File: config.mk
export PLATFORM = sky130hd
export DESIGN_NAME = tw_rtc_slave
export DESIGN_NICKNAME = d
export VERILOG_FILES = /design/src/rtl/tw_rtc_slave.sv
export SDC_FILE = /design/constraint.sdc
export NUM_CORES = 1
export LEC_CHECK = 0
export BUFFER_PORTS_ARGS = -buffer_cell sky130_fd_sc_hd__buf_2
export CAP_MARGIN = 5
export CORE_MARGIN = 10
export CORE_UTILIZATION = 54
export CTS_BUF_LIST = sky130_fd_sc_hd__clkbuf_8
export DETAILED_ROUTE_END_ITERATION = 7
export GPL_ROUTABILITY_DRIVEN = 0
export PLACE_DENSITY = 0.81
export SETUP_SLACK_MARGIN = 0.02
export SYNTH_ARGS = -nofsm -noshare
export SYNTH_HDL_FRONTEND = slang
export SYNTH_SLANG_ARGS = --single-unit
File: constraint.sdc
create_clock -name clk -period 2.6 [get_ports clk]
set_input_delay 0.26 -clock clk [delete_from_list [all_inputs] [get_ports clk]]
set_output_delay 0.26 -clock clk [all_outputs]
set_load 0.05 [all_outputs]
File: src/rtl/tw_rtc_slave.sv
module tw_rtc_slave #(
  parameter int RAM_BYTES = 31,
  parameter int TIME_REGS = 7
) (
  input  logic clk,
  input  logic rst_n,
  input  logic ce,
  input  logic sclk,
  input  logic sdio_in,
  output logic sdio_out,
  output logic sdio_oe
);
  localparam int RW = $clog2(RAM_BYTES);
  localparam int TW = $clog2(TIME_REGS);
  localparam logic [4:0] RAM_LAST = 5'(RAM_BYTES - 1);
  localparam logic [4:0] T_LAST   = 5'(TIME_REGS - 1);
  localparam logic [4:0] CTRL_A   = 5'(TIME_REGS);
  localparam logic [4:0] TRK_A    = 5'(TIME_REGS + 1);

  typedef enum logic [1:0] {S_CMD, S_WR, S_RD, S_IGN} st_t;

  st_t        st;
  logic       sclk_q, sdo, drv, is_ram, is_burst;
  logic [2:0] bcnt, rbit;
  logic [4:0] addr;
  logic [7:0] sr, osr, ctrl, trk, rd_byte;
  logic [7:0] tregs [TIME_REGS];
  logic [7:0] stage [TIME_REGS];
  logic [7:0] ram   [RAM_BYTES];

  wire       rise  = sclk & ~sclk_q;
  wire       fall  = ~sclk & sclk_q;
  wire       wp    = ctrl[7];
  wire [7:0] wbyte = {sdio_in, sr[7:1]};

  assign sdio_out = sdo;
  assign sdio_oe  = ce & drv & (st == S_RD);

  always_comb begin
    rd_byte = '0;
    if (is_ram) begin
      if (addr <= RAM_LAST) rd_byte = ram[addr[RW-1:0]];
    end else if (addr <= T_LAST) rd_byte = tregs[addr[TW-1:0]];
    else if (addr == CTRL_A) rd_byte = ctrl;
    else if (addr == TRK_A)  rd_byte = trk;
  end

  always_ff @(posedge clk or negedge rst_n) begin
    if (!rst_n) begin
      st <= S_CMD; sclk_q <= 1'b0; sdo <= 1'b0; drv <= 1'b0;
      is_ram <= 1'b0; is_burst <= 1'b0; bcnt <= '0; rbit <= '0; addr <= '0;
      sr <= '0; osr <= '0; ctrl <= 8'h80; trk <= '0;
      for (int i = 0; i < TIME_REGS; i++) begin tregs[i] <= '0; stage[i] <= '0; end
      for (int i = 0; i < RAM_BYTES; i++) ram[i] <= '0;
    end else begin
      sclk_q <= sclk;
      if (!ce) begin
        st <= S_CMD; bcnt <= '0; rbit <= '0; drv <= 1'b0;
      end else begin
        if (rise && st != S_RD) begin
          sr   <= wbyte;
          bcnt <= bcnt + 3'd1;
          if (bcnt == 3'd7) begin
            if (st == S_CMD) begin
              is_ram   <= wbyte[6];
              is_burst <= &wbyte[5:1];
              addr     <= (&wbyte[5:1]) ? 5'd0 : wbyte[5:1];
              st       <= !wbyte[7] ? S_IGN : (wbyte[0] ? S_RD : S_WR);
            end else if (st == S_WR) begin
              if (is_ram) begin
                if (!wp && addr <= RAM_LAST) ram[addr[RW-1:0]] <= wbyte;
                if (is_burst) begin
                  if (addr == RAM_LAST) st <= S_IGN;
                  else addr <= addr + 5'd1;
                end
              end else if (is_burst) begin
                if (addr == CTRL_A) begin
                  ctrl <= wbyte;
                  if (!wp) for (int i = 0; i < TIME_REGS; i++) tregs[i] <= stage[i];
                  st <= S_IGN;
                end else begin
                  stage[addr[TW-1:0]] <= wbyte;
                  addr <= addr + 5'd1;
                end
              end else begin
                if (addr == CTRL_A) ctrl <= wbyte;
                else if (!wp && addr == TRK_A) trk <= wbyte;
                else if (!wp && addr <= T_LAST) tregs[addr[TW-1:0]] <= wbyte;
              end
            end
          end
        end
        if (fall && st == S_RD) begin
          drv  <= 1'b1;
          rbit <= rbit + 3'd1;
          if (rbit == 3'd0) begin
            sdo <= rd_byte[0];
            osr <= rd_byte >> 1;
          end else begin
            sdo <= osr[0];
            osr <= osr >> 1;
          end
          if (rbit == 3'd7 && is_burst)
            addr <= (addr == (is_ram ? RAM_LAST : CTRL_A)) ? 5'd0 : addr + 5'd1;
        end
      end
    end
  end

  a_r5_wp_keeps_trickle: assert property (@(posedge clk) disable iff (!rst_n)
    wp |=> $stable(trk));
  a_r5_wp_keeps_seconds: assert property (@(posedge clk) disable iff (!rst_n)
    wp |=> $stable(tregs[0]));
  a_r2_out_after_fall: assert property (@(posedge clk) disable iff (!rst_n)
    !$stable(sdo) |-> $past(fall));
  a_r8_ce_low_restarts: assert property (@(posedge clk) disable iff (!rst_n)
    !ce |=> (st == S_CMD && bcnt == 3'd0 && !sdio_oe));
  a_r9_oe_needs_frame: assert property (@(posedge clk) disable iff (!rst_n)
    sdio_oe |-> (ce && $past(ce)));
endmodule

# Word level (Yosys, flattened, before mapping)
# Index checks and enable logic that the tools add are counted.
# totals
ff_bits	410
inputBits	5
output_inout_bits	2
# classes
add_sub_neg	3
magnitude_cmp	6
n_eq_ne	20
mux	58
bitwise_logic	12
n_reduce_logical	22
# op_table
cell	n
56-bit 2-to-1 mux	6
248-bit bitwise mux	1
56-bit bitwise mux	2
8-bit 2-to-1 mux	11
5-bit 2-to-1 mux	14
8-bit binary-select mux with 5-bit select	1
8-bit demux with 5-bit select	1
8-bit binary-select mux with 3-bit select	1
8-bit demux with 3-bit select	1
2-bit 2-to-1 mux	12
7-bit AND reduction	2
3-bit 2-to-1 mux	4
11-bit AND reduction	1
9-bit AND reduction	1
1-bit logical AND	8
2-bit by 1-bit != test with 1-bit output (second input constant)	4
2-bit != test (second input constant)	4
8-bit AND reduction	1
7-bit 2-to-1 mux	1
3-bit by 1-bit adder with 3-bit output (second input constant)	2
3-bit == test (second input constant)	2
6-bit greater-or-equal comparator (second input constant)	1
6-bit by 1-bit < comparator with 1-bit output (second input constant)	1
3-bit by 1-bit != test with 1-bit output (second input constant)	2
other kinds (26)	37

# Depth between registers and ports, before layout
# Gate-level depths: netlist of the first run.
# logic_depth
ltp_word	10
depth_mapped	11
ltp_nobuf	8

# Least setup slack after synthesis of the first run
# No wires, ideal clock.
# synth_path
kind	reg-to-reg
startpoint	register addr[0]
endpoint	register ram[120] (netlist bit)
setup_time_ns	0.125
arrival_ns	2.490
required_ns	2.475
setup_slack_ns	-0.015
stages_incl_launch_ff	12
path_buffers	4
period_less_slack_ns	2.615
path_cell_list	dfrtp_1 buf_4 buf_4 inv_1 buf_2 ha_1 o31ai_1 nor3_1 and2_1 buf_4 nand3_2 mux2_2
# synth_via
elab_chain_cells	6
# synth_rtl
element	line_no	rtl
start: declaration	25	logic [4:0] addr;
start signal: assignment	67	addr <= (&wbyte[5:1]) ? 5'd0 : wbyte[5:1];
start signal: assignment	74	else addr <= addr + 5'd1;
start signal: assignment	83	addr <= addr + 5'd1;
5-bit inverter with 6-bit output (not written as such)	71	if (!wp && addr <= RAM_LAST) ram[addr[RW-1:0]] <= wbyte;
6-bit greater-or-equal comparator (not written as such) or 6-bit by 1-bit < comparator with 1-bit output (tied branches)	71	
1-bit logical AND (not written as such)	71	
8-bit 2-to-1 mux (not written as such)	71	
8-bit demux with 5-bit select	71	
248-bit bitwise mux	71	
end signal: indexed assignment	71	
end: declaration	29	logic [7:0] ram [RAM_BYTES];
# Several ways; a longest one is shown, not always the timed one.
# A chain may end at the register's enable or synchronous reset.

# Worst setup path in the final report of the first run
# layout_path
startpoint	register addr[1]
endpoint	register osr[6]
# layout_via
elab_chain_cells	7
# layout_rtl
element	line_no	rtl
5-bit inverter with 6-bit output (not written as such) or 3-bit inverter with 4-bit output (tied branches)	42, 43	
8-bit binary-select mux with 5-bit select or 8-bit binary-select mux with 3-bit select (tied branches)	42, 43	
8-bit 2-to-1 mux, on equally long branches (3 in a row)	42, 43	
8-bit 2-to-1 mux *	41	if (is_ram) begin
7-bit 2-to-1 mux *	96	if (rbit == 3'd0) begin
end signal: assignment	98	osr <= rd_byte >> 1;
end signal: assignment	101	osr <= osr >> 1;
end: declaration	26	logic [7:0] sr, osr, ctrl, trk, rd_byte;
# Mark *: on every way between the ends. The rest lies on a longest branch, timed or not. The select of a mux whose other input is x is not followed.

==> flow_summary.json, run 1 <==
{
  "clkTransAtPathRegs_ns": 0.06,
  "hold_viol_final": 0,
  "cts_tree": "built",
  "io_pins": 7,
  "fmax_mhz": 388,
  "dieHeight_microns": 211,
  "ys.flop_type": "dfrtp_1",
  "n_antenna_cell": 0,
  "drc": 0,
  "yosys_warnings": 0,
  "clkPwrFrac_pct": 40.6,
  "yosysSeqAreaShare_pct": 51.7,
  "htreeDepth": 3,
  "cellInternalPower_mw": 9.71,
  "cp_max_fo": 22,
  "numCtsBuffers": 68,
  "worstSetupEndpointType": "flop",
  "wl_per_cell_microns": 25.5,
  "ir_worst_vdd_mv": 0.515,
  "chipWidth_microns": 211,
  "clock-sinks": 408,
  "drt_iter0_drc": 1758,
  "leakage_nw": 10.6,
  "p_sw_mw": 3.92,
  "place_ws_ns": -0.234,
  "clockRootBuffer": "clkbuf_8",
  "synth_fp_nets": 1630,
  "worstPathArrival_ns": 3.11,
  "outcome": "finished clean",
  "layout_setup_ws_ns": 0.0228,
  "grt_use_total_pct": 25.2,
  "power_frac_seq_pct": 48.9,
  "dr.pass1.iters": 8,
  "routed_wl_mm": 56.3,
  "report.final.slew_viol_count": 0,
  "dieArea_sq_um": 44600,
  "detail-route-antenna-nets": 0,
  "hpwl_mm": 36.2,
  "synth.avg_cell_area_sq_um": 12.2,
  "portBuffers": 6,
  "nNetsFinal": 1707,
  "setup_viol": 0,
  "skew_ns": 0.0359,
  "netlist_area_sq_um": 19800,
  "grt_pass1_vias": 15300,
  "power_density_nw_per_um2": 607,
  "synth_async_sr_flop_share_pct": 100,
  "clock_latency_ns": 0.63,
  "cp_data_required_time_ns": 3.13,
  "synth_cell_type_count": 76,
  "antenna_found_initial": 0,
  "std_cell_rows": 70,
  "period_share_pct": 99.1,
  "vias_per_cell": 6.81,
  "min_period_ns": 2.58,
  "drive_above_1_share_pct": 37.4,
  "cp-start-kind": "flop",
  "maxCapViolCount": 0,
  "synth_edf_count": 0,
  "critical_path_class": "flop to flop",
  "overflow": 0,
  "cts_max_path_buffers": 3,
  "hp-class": "input pin to flop",
  "swShare_pct": 28.8,
  "synth-seq-cells": 408,
  "fin_setup_tns_ns": 0,
  "rsz0062_at_grt": "yes",
  "slew_headroom_pct": 36.3,
  "netlist_instances": 1615,
  "power_frac_comb_pct": 10.5,
  "start_util_pct": 54.4,
  "core_sq_um": 36300,
  "tightest_slew_ns": 0.955,
  "areaGrowthSynthToFinish_pct": 13.5,
  "dr_total_vias": 15000,
  "grt_max_degree": 61,
  "grt_pass1_wl_mm": 88.5
}
==> logic make-up after synthesis <==
logic type	count (synthesis)	share of synthesized area, %
muxes	391	22.7
buffers and inverters	140	3.27
adders and majority gates	10	0.633
xor gates and xnor gates	2	0.0887
and+or+nand+nor	268	7.72
DFF	408	51.7
AOI/OAI and AO/OA	396	13.9
==> worst max-delay path, stage by stage (launching register included) <==
cell	delay, ns
dfrtp_4	0.57
buf_12	0.20
nor2_1	0.44
buf_4	0.22
a221oi_1	0.07
o21ai_0	0.49
o211ai_1	0.26
o31ai_1	0.23
==> repair_timing <==
action | CTS | global route
endpoints found under the setup margin | 34 | 78
hold buffers | 2 | 0
buffers inserted | 1 | 4
hold endpoints to repair | 201 | 0
pin swaps | 0 | 0
resized for setup | 11 | 21
==> Yosys cell counts (6+ instances only) <==
cell type | count | area (sq um)
nand2_2 | 23 | 144
buf_4 | 16 | 120
inv_1 | 8 | 30.0
nand3_2 | 11 | 110
mux2i_1 | 41 | 410
nand4_1 | 6 | 37.5
nor2_1 | 60 | 225
and3_1 | 10 | 62.6
nor2b_1 | 10 | 62.6
a211oi_1 | 10 | 75.1
and2_1 | 10 | 62.6
o211ai_1 | 10 | 75.1
ha_1 | 10 | 125
a221oi_1 | 39 | 342
o22ai_1 | 6 | 37.5
nor3_1 | 8 | 40.0
o21ai_0 | 96 | 480
nand3_1 | 7 | 35.0
nand2_1 | 75 | 282
mux4_2 | 12 | 270
buf_1 | 6 | 22.5
a221o_1 | 9 | 90.1
nand2b_1 | 6 | 37.5
mux2_2 | 334 | 3760
a21oi_1 | 36 | 180
buf_2 | 30 | 150
a22oi_1 | 141 | 1060
dfrtp_1 | 407 | 10200
clkbuf_1 | 76 | 285
a2111oi_0 | 7 | 61.3
==> final cells by class <==
cell class              count  area [sq um]
fillers                  2719         13900
flip-flops and latches    408         10200
multi-input cells        1067          9060
repair buffers            139          1230
clock buffers              78          1070
well taps                 468           586
clock inverters            36           230
inverters                   8          30.0
==> path summary, 6_finish.rpt <==
check	startpoint	cells past startpoint	endpoint	slack (ns)
worst max-delay path	addr[1]$_DFFE_PN0P_	7	osr[6]$_DFFE_PN0P_	0.02
worst min-delay path	ce	3	addr[3]$_DFFE_PN0P_	0.06
worst max register to register	addr[1]$_DFFE_PN0P_	7	osr[6]$_DFFE_PN0P_	0.02
worst min register to register	stage[53]$_DFFE_PN0P_	2	stage[53]$_DFFE_PN0P_	0.48
max in group asynchronous	rst_n	4	ram[77]$_DFFE_PN0P_	1.50
min in group asynchronous	rst_n	2	ram[170]$_DFFE_PN0P_	0.15
==> state kept, by name, summed over array words and instances, names as in the netlist, 2 cells and up <==
signal  cells
rbit        3
tregs      56
bcnt        3
ram       248
trk         8
addr        5
stage      56
ctrl        8
osr         7
st          2
sr          7
==> power groups by stage <==
stage / clock [mW] / sequential (mW) / combinational (mW)
after CTS: 5.59 / 6.65 / 1.39
after global routing: 5.88 / 6.67 / 1.49
after detailed placement: 0 / 6.77 / 1.37
after global placement: 0 / 6.76 / 1.34
final: 5.53 / 6.67 / 1.43
after floorplan: 0 / 6.57 / 0.789
==> per-stage QoR <==
stage	cell area, sq um	util, %	instances	total power, mW	hold WS, ns
2_1_floorplan	19800	-	1615	7.36	-0.0356
3_3_place_gp	20900	57.5	2083	8.10	0.200
3_5_place_dp	20900	57.5	2083	8.14	0.209
4_1_cts	22300	61.3	2200	13.6	0.0284
5_1_grt	22400	61.7	2204	14.0	0.0896
6_report	22400	61.7	2204	13.6	0.0624
==> cell usage in the layout (no fill, tap or decap), drive strengths merged, types with 5 or more instances in the layout <==
| cell type | netlist | routed |
|---|---|---|
| nand2 | 98 | 98 |
| nor4 | 7 | 7 |
| nand3 | 20 | 20 |
| nand4 | 9 | 9 |
| and2 | 10 | 10 |
| mux2 | 338 | 338 |
| nor3 | 9 | 9 |
| nor2b | 11 | 11 |
| a221o | 9 | 9 |
| a2111oi | 7 | 7 |
| mux4 | 12 | 12 |
| nand2b | 6 | 6 |
| a211oi | 10 | 10 |
| and3 | 10 | 10 |
| o21ai | 98 | 98 |
| o211ai | 10 | 10 |
| a21oi | 36 | 36 |
| buf | 55 | 137 |
| mux2i | 41 | 41 |
| clkbuf | 77 | 78 |
| nor3b | 5 | 5 |
| a22oi | 141 | 141 |
| nor2 | 64 | 64 |
| inv | 8 | 37 |
| dfrtp | 407 | 407 |
| a211o | 5 | 5 |
| o22ai | 6 | 6 |
| ha | 10 | 10 |
| a221oi | 39 | 39 |
==> routing by layer <==
metal / global-route usage [%] / share of wire [%]
met5: 0 / 0
met4: 11.1 / 4.2
met3: 6.00 / 10
met2: 39.9 / 47
met1: 32.4 / 38
Note: power is estimated with default switching activity, not from simulation.
==> run 2, diff against run 1 <==
--- a/config.mk
+++ b/config.mk
@@ -13,7 +13,8 @@
 export DETAILED_ROUTE_END_ITERATION = 7
 export GPL_ROUTABILITY_DRIVEN = 0
 export PLACE_DENSITY = 0.81
-export SETUP_SLACK_MARGIN = 0.02
+export REMOVE_ABC_BUFFERS = 1
+export SKIP_LAST_GASP = 1
 export SYNTH_ARGS = -nofsm -noshare
 export SYNTH_HDL_FRONTEND = slang
 export SYNTH_SLANG_ARGS = --single-unit
==> run 2 against run 1 <==
Against the previous run:
- first-iteration DRC count unchanged
- count of clock-buffer cells in the layout increased by 3
- critical path depth is 1 higher
==> flow_summary.json, run 2 (synthesis gave the netlist of run 1 again) <==
{
  "layout_setup_ws_ns": 0.000849,
  "io_pins": 7,
  "grt_max_degree": 70,
  "routed.top_layer": "met4",
  "tightest_slew_ns": 0.724,
  "fmax_mhz": 385,
  "detail-route-antenna-nets": 0,
  "most-common-layout-cells": "dfrtp_1 (399), mux2_2 (334), a22oi_1 (141)",
  "vias_per_cell": 6.76,
  "period_share_pct": 100,
  "worstSetupEndpointType": "flop",
  "cts_max_path_buffers": 3,
  "dr_total_vias": 15000,
  "holdPathStages": 3,
  "cp_data_required_time_ns": 3.08,
  "ir_worst_vdd_mv": 0.516,
  "start_util_pct": 54.4,
  "worst_r2r_endpoint": "sdio_out$_DFFE_PN0P_",
  "grt_pass1_wl_mm": 89.0,
  "hpwl_mm": 37.0,
  "power_density_nw_per_um2": 606,
  "portBuffers": 6,
  "cts_tree": "built",
  "nNetsFinal": 1718,
  "report.final.slew_viol_count": 0,
  "wl_met1_mm": 22.3,
  "clockRootBuffer": "clkbuf_8",
  "cellInternalPower_mw": 9.67,
  "worstPathArrival_ns": 3.08,
  "hold_end": "addr[3]$_DFFE_PN0P_",
  "htreeDepth": 3,
  "wl_met3_mm": 5.32,
  "cp_max_fo": 10,
  "dieHeight_microns": 211,
  "outcome": "finished clean",
  "power_frac_comb_pct": 11.4,
  "drt_iter0_drc": 1758,
  "cp_common_cell": "buf_4",
  "dr.pass1.iters": 8,
  "min_period_ns": 2.60,
  "std_cell_rows": 70,
  "rr_startpoint": "addr[1]$_DFFE_PN0P_",
  "routed_wl_mm": 56.6,
  "largest-register": "ram",
  "path_cells": "buf_4, buf_4, and3_1, a2111oi_2, o22ai_1, nand3b_1, o21ai_0, or3_1",
  "clock-sinks": 408,
  "dieArea_sq_um": 44600,
  "postCtsSetupRepairBufs": 0,
  "crit_family": "compound AO/OA/AOI/OAI gates",
  "worstRegToRegCells": 8,
  "worst-path-buf-inv": 2,
  "power_frac_seq_pct": 48.2,
  "place_ws_ns": -0.190,
  "clkTransAtPathRegs_ns": 0.06,
  "setup_viol": 0,
  "p_sw_mw": 3.93,
  "maxCapViolCount": 0,
  "skew_ns": 0.0350,
  "numCtsBuffers": 68,
  "crit_slowest_cell": "dfrtp_4",
  "clock_latency_ns": 0.62,
  "leakage_nw": 10.6,
  "cp-start-kind": "flop",
  "wl_per_cell_microns": 25.5,
  "dpl_cell_area_sq_um": 21000,
  "grt_use_total_pct": 25.4,
  "top_regs": "ram x248, stage x56, tregs x56",
  "drive_above_1_share_pct": 37.4,
  "swShare_pct": 28.9,
  "met2WireLength_mm": 26.1,
  "hold_start": "ce",
  "design_area_sq_um": 22400,
  "critical_path_class": "flop to flop",
  "r2r_setup_slack_ns": 0.0008,
  "hp-class": "input pin to flop",
  "fin_setup_tns_ns": 0,
  "clkPwrFrac_pct": 40.4,
  "largest_reg_flops": 248,
  "core_sq_um": 36300,
  "slew_headroom_pct": 51.7,
  "n_antenna_cell": 0,
  "areaGrowthSynthToFinish_pct": 13.5,
  "overflow": 0,
  "antenna_found_initial": 0,
  "chipWidth_microns": 211,
  "final_common_cell": "dfrtp_1",
  "grt_pass1_vias": 15300,
  "drc": 0,
  "max_stage_delay_ns": 0.56,
  "hold_viol_final": 0
}
[run 2: cell types whose count changed in the layout (fill, tap and decap cells not counted), moves of 2 or more]
cell       before  now
a2111oi_1       0    2
a2111oi_4       3    0
buf_4         113  127
buf_6           4    0
clkbuf_8       78   81
nor2_2          2    4
nor2_4          6    4
nor4_2          2    0
[run 2: final cells by class]
cell class	count	area (sq um)
sequential	408	10200
fill	2660	13900
multi-input combinational	1067	8990
tap	468	586
clock buffer	81	1110
timing repair buffer	150	1310
clock inverter	35	180
inverter	8	30.0
[run 2: power groups by stage]
stage	logic, mW	clock network [mW]	registers (mW)
after floorplan	0.288	0	6.92
after global placement	1.47	0	6.66
after detailed placement	1.50	0	6.67
after CTS	1.51	5.54	6.56
after global routing	1.62	5.83	6.56
final	1.55	5.49	6.56
[run 2: per-layer routing]
metal | vias to the layer above | track usage (%)
met2 | 900 | 39.9
met5 | - | 0
met3 | 222 | 5.18
met4 | 0 | 12.5
li1 | 6260 | -
met1 | 7611 | 33.0
[run 2: worst max path at each step]
stage	from	to	slack, ns	cells past startpoint
after global routing	addr[1]$_DFFE_PN0P_	sdio_out$_DFFE_PN0P_	-0.07	8
final	addr[1]$_DFFE_PN0P_	sdio_out$_DFFE_PN0P_	0.0008	8
after floorplan	addr[0]$_DFFE_PN0P_	tregs[52]$_DFFE_PN0P_	-2.51	7
after global placement	addr[0]$_DFFE_PN0P_	osr[0]$_DFFE_PN0P_	-0.16	9
after CTS	addr[1]$_DFFE_PN0P_	osr[2]$_DFFE_PN0P_	0.02	8
after detailed placement	addr[0]$_DFFE_PN0P_	osr[0]$_DFFE_PN0P_	-0.19	9
[run 2: metrics by stage]
stage / power, mW / hold WS (ns) / instances / utilization (%)
2_1_floorplan: 7.21 / -0.0356 / 1483 / -
3_3_place_gp: 8.13 / 0.288 / 2099 / 57.9
6_report: 13.6 / 0.0796 / 2217 / 61.7
4_1_cts: 13.6 / 0.0577 / 2217 / 61.5
5_1_grt: 14.0 / 0.134 / 2217 / 61.7
3_5_place_dp: 8.17 / 0.291 / 2099 / 57.9
[run 2: worst register-to-register path, cell delays in order (launching register included)]
cell and delay, ns:
dfrtp_4 0.56, buf_4 0.22, buf_4 0.19, and3_1 0.18
a2111oi_2 0.49, o22ai_1 0.24, nand3b_1 0.14, o21ai_0 0.08
or3_1 0.39
[run 2: repair_timing]
action	in CTS	in global routing
hold buffers	2	0
endpoints found under the setup margin	2	230
resized for setup	3	16
endpoints found under the hold margin	57	0
==> run 3, diff against run 2 <==
--- a/config.mk
+++ b/config.mk
@@ -5,6 +5,7 @@
 export SDC_FILE = /design/constraint.sdc
 export NUM_CORES = 1
 export LEC_CHECK = 0
+export ABC_AREA = 1
 export BUFFER_PORTS_ARGS = -buffer_cell sky130_fd_sc_hd__buf_2
 export CAP_MARGIN = 5
 export CORE_MARGIN = 10
==> run 3 against run 2 <==
Against the previous run:
- the flow now finishes with violations (setup timing)
- sequential share of layout area grew 1.7 points
- area after synthesis shrank 0.75%
- clock skew shrank 0.0092 ns
- via count grew 18%
- wire length shrank 3.0%
- register-to-register slack lost 0.02 ns
- hold slack gained 0.018 ns
- maximum frequency shrank 0.77%
- clock power grew 3%
- critical path depth grew 3
- cell area shrank 3.6%
- core utilization shrank 1.2 points
- critical path type unchanged
- critical endpoint is now osr[3]$_DFFE_PN0P_
- highest routed layer unchanged
==> flow_summary.json, run 3 <==
{
  "worst-path-buf-inv": 4,
  "yosysTopAreaCellShare_pct": 51.9,
  "place_ws_ns": 0.0947,
  "synth-seq-cells": 408,
  "drt_iter0_drc": 2480,
  "htreeDepth": 3,
  "yosys_warnings": 0,
  "violations": "setup timing",
  "swShare_pct": 31.7,
  "antenna_found_initial": 0,
  "dr_total_vias": 17700,
  "tightest_slew_ns": 1.11,
  "nNetsFinal": 2589,
  "yosys.area.top_type": "dfrtp_1",
  "met1_usage_pct": 32.3,
  "drive_above_1_share_pct": 8.35,
  "largest-register": "ram",
  "dr.pass1.iters": 7,
  "worstSetupEndpointType": "flop",
  "ys.flop_type": "dfrtp_1",
  "slew_headroom_pct": 25.6,
  "yosysSeqAreaShare_pct": 52.1,
  "netlist_area_sq_um": 19600,
  "maxCapViolCount": 0,
  "grt_use_total_pct": 24.6,
  "wl_per_cell_microns": 17.8,
  "synth_cell_type_count": 36,
  "clkTransAtPathRegs_ns": 0.06,
  "leakage_nw": 10.7,
  "critical_path_class": "flop to flop",
  "portBuffers": 6,
  "synth_area_leaders": "dfrtp_1 (52%), nand2_1 (24%), o21ai_0 (11%)",
  "ir_worst_vdd_mv": 0.477,
  "min_period_ns": 2.62,
  "io_pins": 7,
  "cp_data_required_time_ns": 3.12,
  "skew_ns": 0.0259,
  "layout_setup_ws_ns": -0.0194,
  "n_fill_cell": 3134,
  "netlist_instances": 2593,
  "core_sq_um": 35700,
  "grt_util_met2_pct": 38.3,
  "dieHeight_microns": 211,
  "vias_per_cell": 5.75,
  "synth_edf_count": 0,
  "areaGrowthSynthToFinish_pct": 10.2,
  "synth.avg_cell_area_sq_um": 7.56,
  "finalPower_mw": 14.4,
  "synth_async_sr_flop_share_pct": 100,
  "grt_pass1_wl_mm": 88.3,
  "overflow": 0,
  "power_density_nw_per_um2": 666,
  "chipWidth_microns": 211,
  "max_stage_delay_ns": 0.45,
  "path_cells": "inv_4, buf_12, nand3_1, clkinvlp_4, buf_4, a21oi_1, nand2_1, a21oi_1, nand2_1, nand2_1, nand2_1",
  "grt_pass1_vias": 16800,
  "period_share_pct": 101,
  "detail-route-antenna-nets": 0,
  "crit_slowest_cell": "dfrtp_4",
  "outcome": "finished, violations left",
  "worstPathArrival_ns": 3.13,
  "cp_common_cell": "nand2_1",
  "power_frac_seq_pct": 45.1,
  "top_regs": "ram x248, stage x56, tregs x56",
  "cts_tree": "built",
  "std_cell_rows": 69,
  "synth_most_common_cell": "nand2_1",
  "largest_reg_flops": 248,
  "report.final.slew_viol_count": 0,
  "synth_common_cells": "nand2_1 (1275), o21ai_0 (418), dfrtp_1 (407), clkbuf_1 (102), inv_1 (77)",
  "routed_wl_mm": 54.9,
  "power_frac_comb_pct": 15.8,
  "crit_family": "buffers and inverters",
  "drc": 0,
  "hold_viol_final": 0,
  "rsz0062_at_grt": "yes",
  "hp-class": "input pin to flop",
  "clkPwrFrac_pct": 39.1,
  "clock-sinks": 408,
  "cp_max_fo": 43,
  "start_util_pct": 54.9,
  "p_sw_mw": 4.57,
  "grt_busiest_layer": "met2",
  "hpwl_mm": 34.3,
  "setup_viol": 1,
  "dieArea_sq_um": 44300,
  "final_common_cell": "nand2_1",
  "fmax_mhz": 382,
  "numCtsBuffers": 69,
  "cts_max_path_buffers": 3,
  "most-common-layout-cells": "nand2_1 (1251), o21ai_0 (416), dfrtp_1 (403)",
  "cellInternalPower_mw": 9.84,
  "grt_max_degree": 90,
  "grt_use_met3_pct": 5.09,
  "clock_latency_ns": 0.64,
  "cp-start-kind": "flop",
  "n_antenna_cell": 0,
  "clockRootBuffer": "clkbuf_8"
}
## run 3: timing repair
| action | CTS | global route |
|---|---|---|
| hold buffers | 3 | 0 |
| buffers inserted | 0 | 5 |
| endpoints found under the setup margin | 0 | 283 |
| resized for setup | 0 | 35 |
| endpoints found under the hold margin | 66 | 0 |
## run 3: stage by stage
stage / util (%) / instance area (sq um) / instances / TNS, ns / hold slack [ns]
after global placement: 56.2 / 20100 / 2956 / 0 / 0.293
after CTS: 60.1 / 21500 / 3079 / 0 / 0.0572
after global routing: 60.5 / 21600 / 3084 / -5.05 / 0.0922
after floorplan: - / 18900 / 2432 / -1045.84 / -0.0356
after detailed placement: 56.2 / 20100 / 2956 / 0 / 0.295
final: 60.5 / 21600 / 3084 / -0.0194 / 0.0975
## run 3: worst paths after layout
kind / slack [ns] / endpoint / cells after the start / from
setup / recovery: -0.02 / osr[3]$_DFFE_PN0P_ / 11 / addr[0]$_DFFE_PN0P_
hold reg to reg: 0.48 / ram[206]$_DFFE_PN0P_ / 2 / ram[206]$_DFFE_PN0P_
max in group asynchronous: 1.46 / ram[121]$_DFFE_PN0P_ / 3 / rst_n
hold / removal: 0.1 / drv$_DFFE_PN0P_ / 4 / ce
setup reg to reg: -0.02 / osr[3]$_DFFE_PN0P_ / 11 / addr[0]$_DFFE_PN0P_
min in group asynchronous: 0.23 / trk[3]$_DFFE_PN0P_ / 2 / rst_n
## run 3: layer usage
layer  vias to the layer above  share of wire, %
met3                       189               9.4
met2                       934                45
li1                       8256                 -
met4                         0               4.5
met1                      8355                41
met5                         -                 0
## run 3: power groups by stage
stage	Clock, mW	Sequential, mW	Combinational (mW)
finish	5.63	6.50	2.28
global route	5.95	6.50	2.40
CTS	5.68	6.49	2.20
detailed placement	0	6.60	2.19
global placement	0	6.60	2.18
floorplan	0	6.80	0.809
## run 3: final cells by class
cell class | count | area [sq um] | share of cell area, %
flip-flops and latches | 408 | 10200 | 47.3
multi-input cells | 1942 | 8540 | 39.5
clock buffers | 84 | 1160 | 5.35
repair buffers | 71 | 623 | 2.88
well taps | 461 | 577 | 2.67
inverters | 82 | 314 | 1.45
clock inverters | 36 | 190 | 0.880
## run 3: logic make-up after synthesis
| kind of cell | Yosys count | synth area share (%) |
|---|---|---|
| simple gates | 1411 | 28.2 |
| fa+ha+maj | 10 | 0.638 |
| xor+xnor | 2 | 0.0893 |
| buf+inv | 243 | 4.99 |
| flops | 408 | 52.1 |
| compound gates | 519 | 14.1 |
## run 3: worst min-delay path, stage by stage
cell     delay [ns]
buf_2          0.11
inv_2          0.07
buf_4          0.18
a21oi_1        0.05
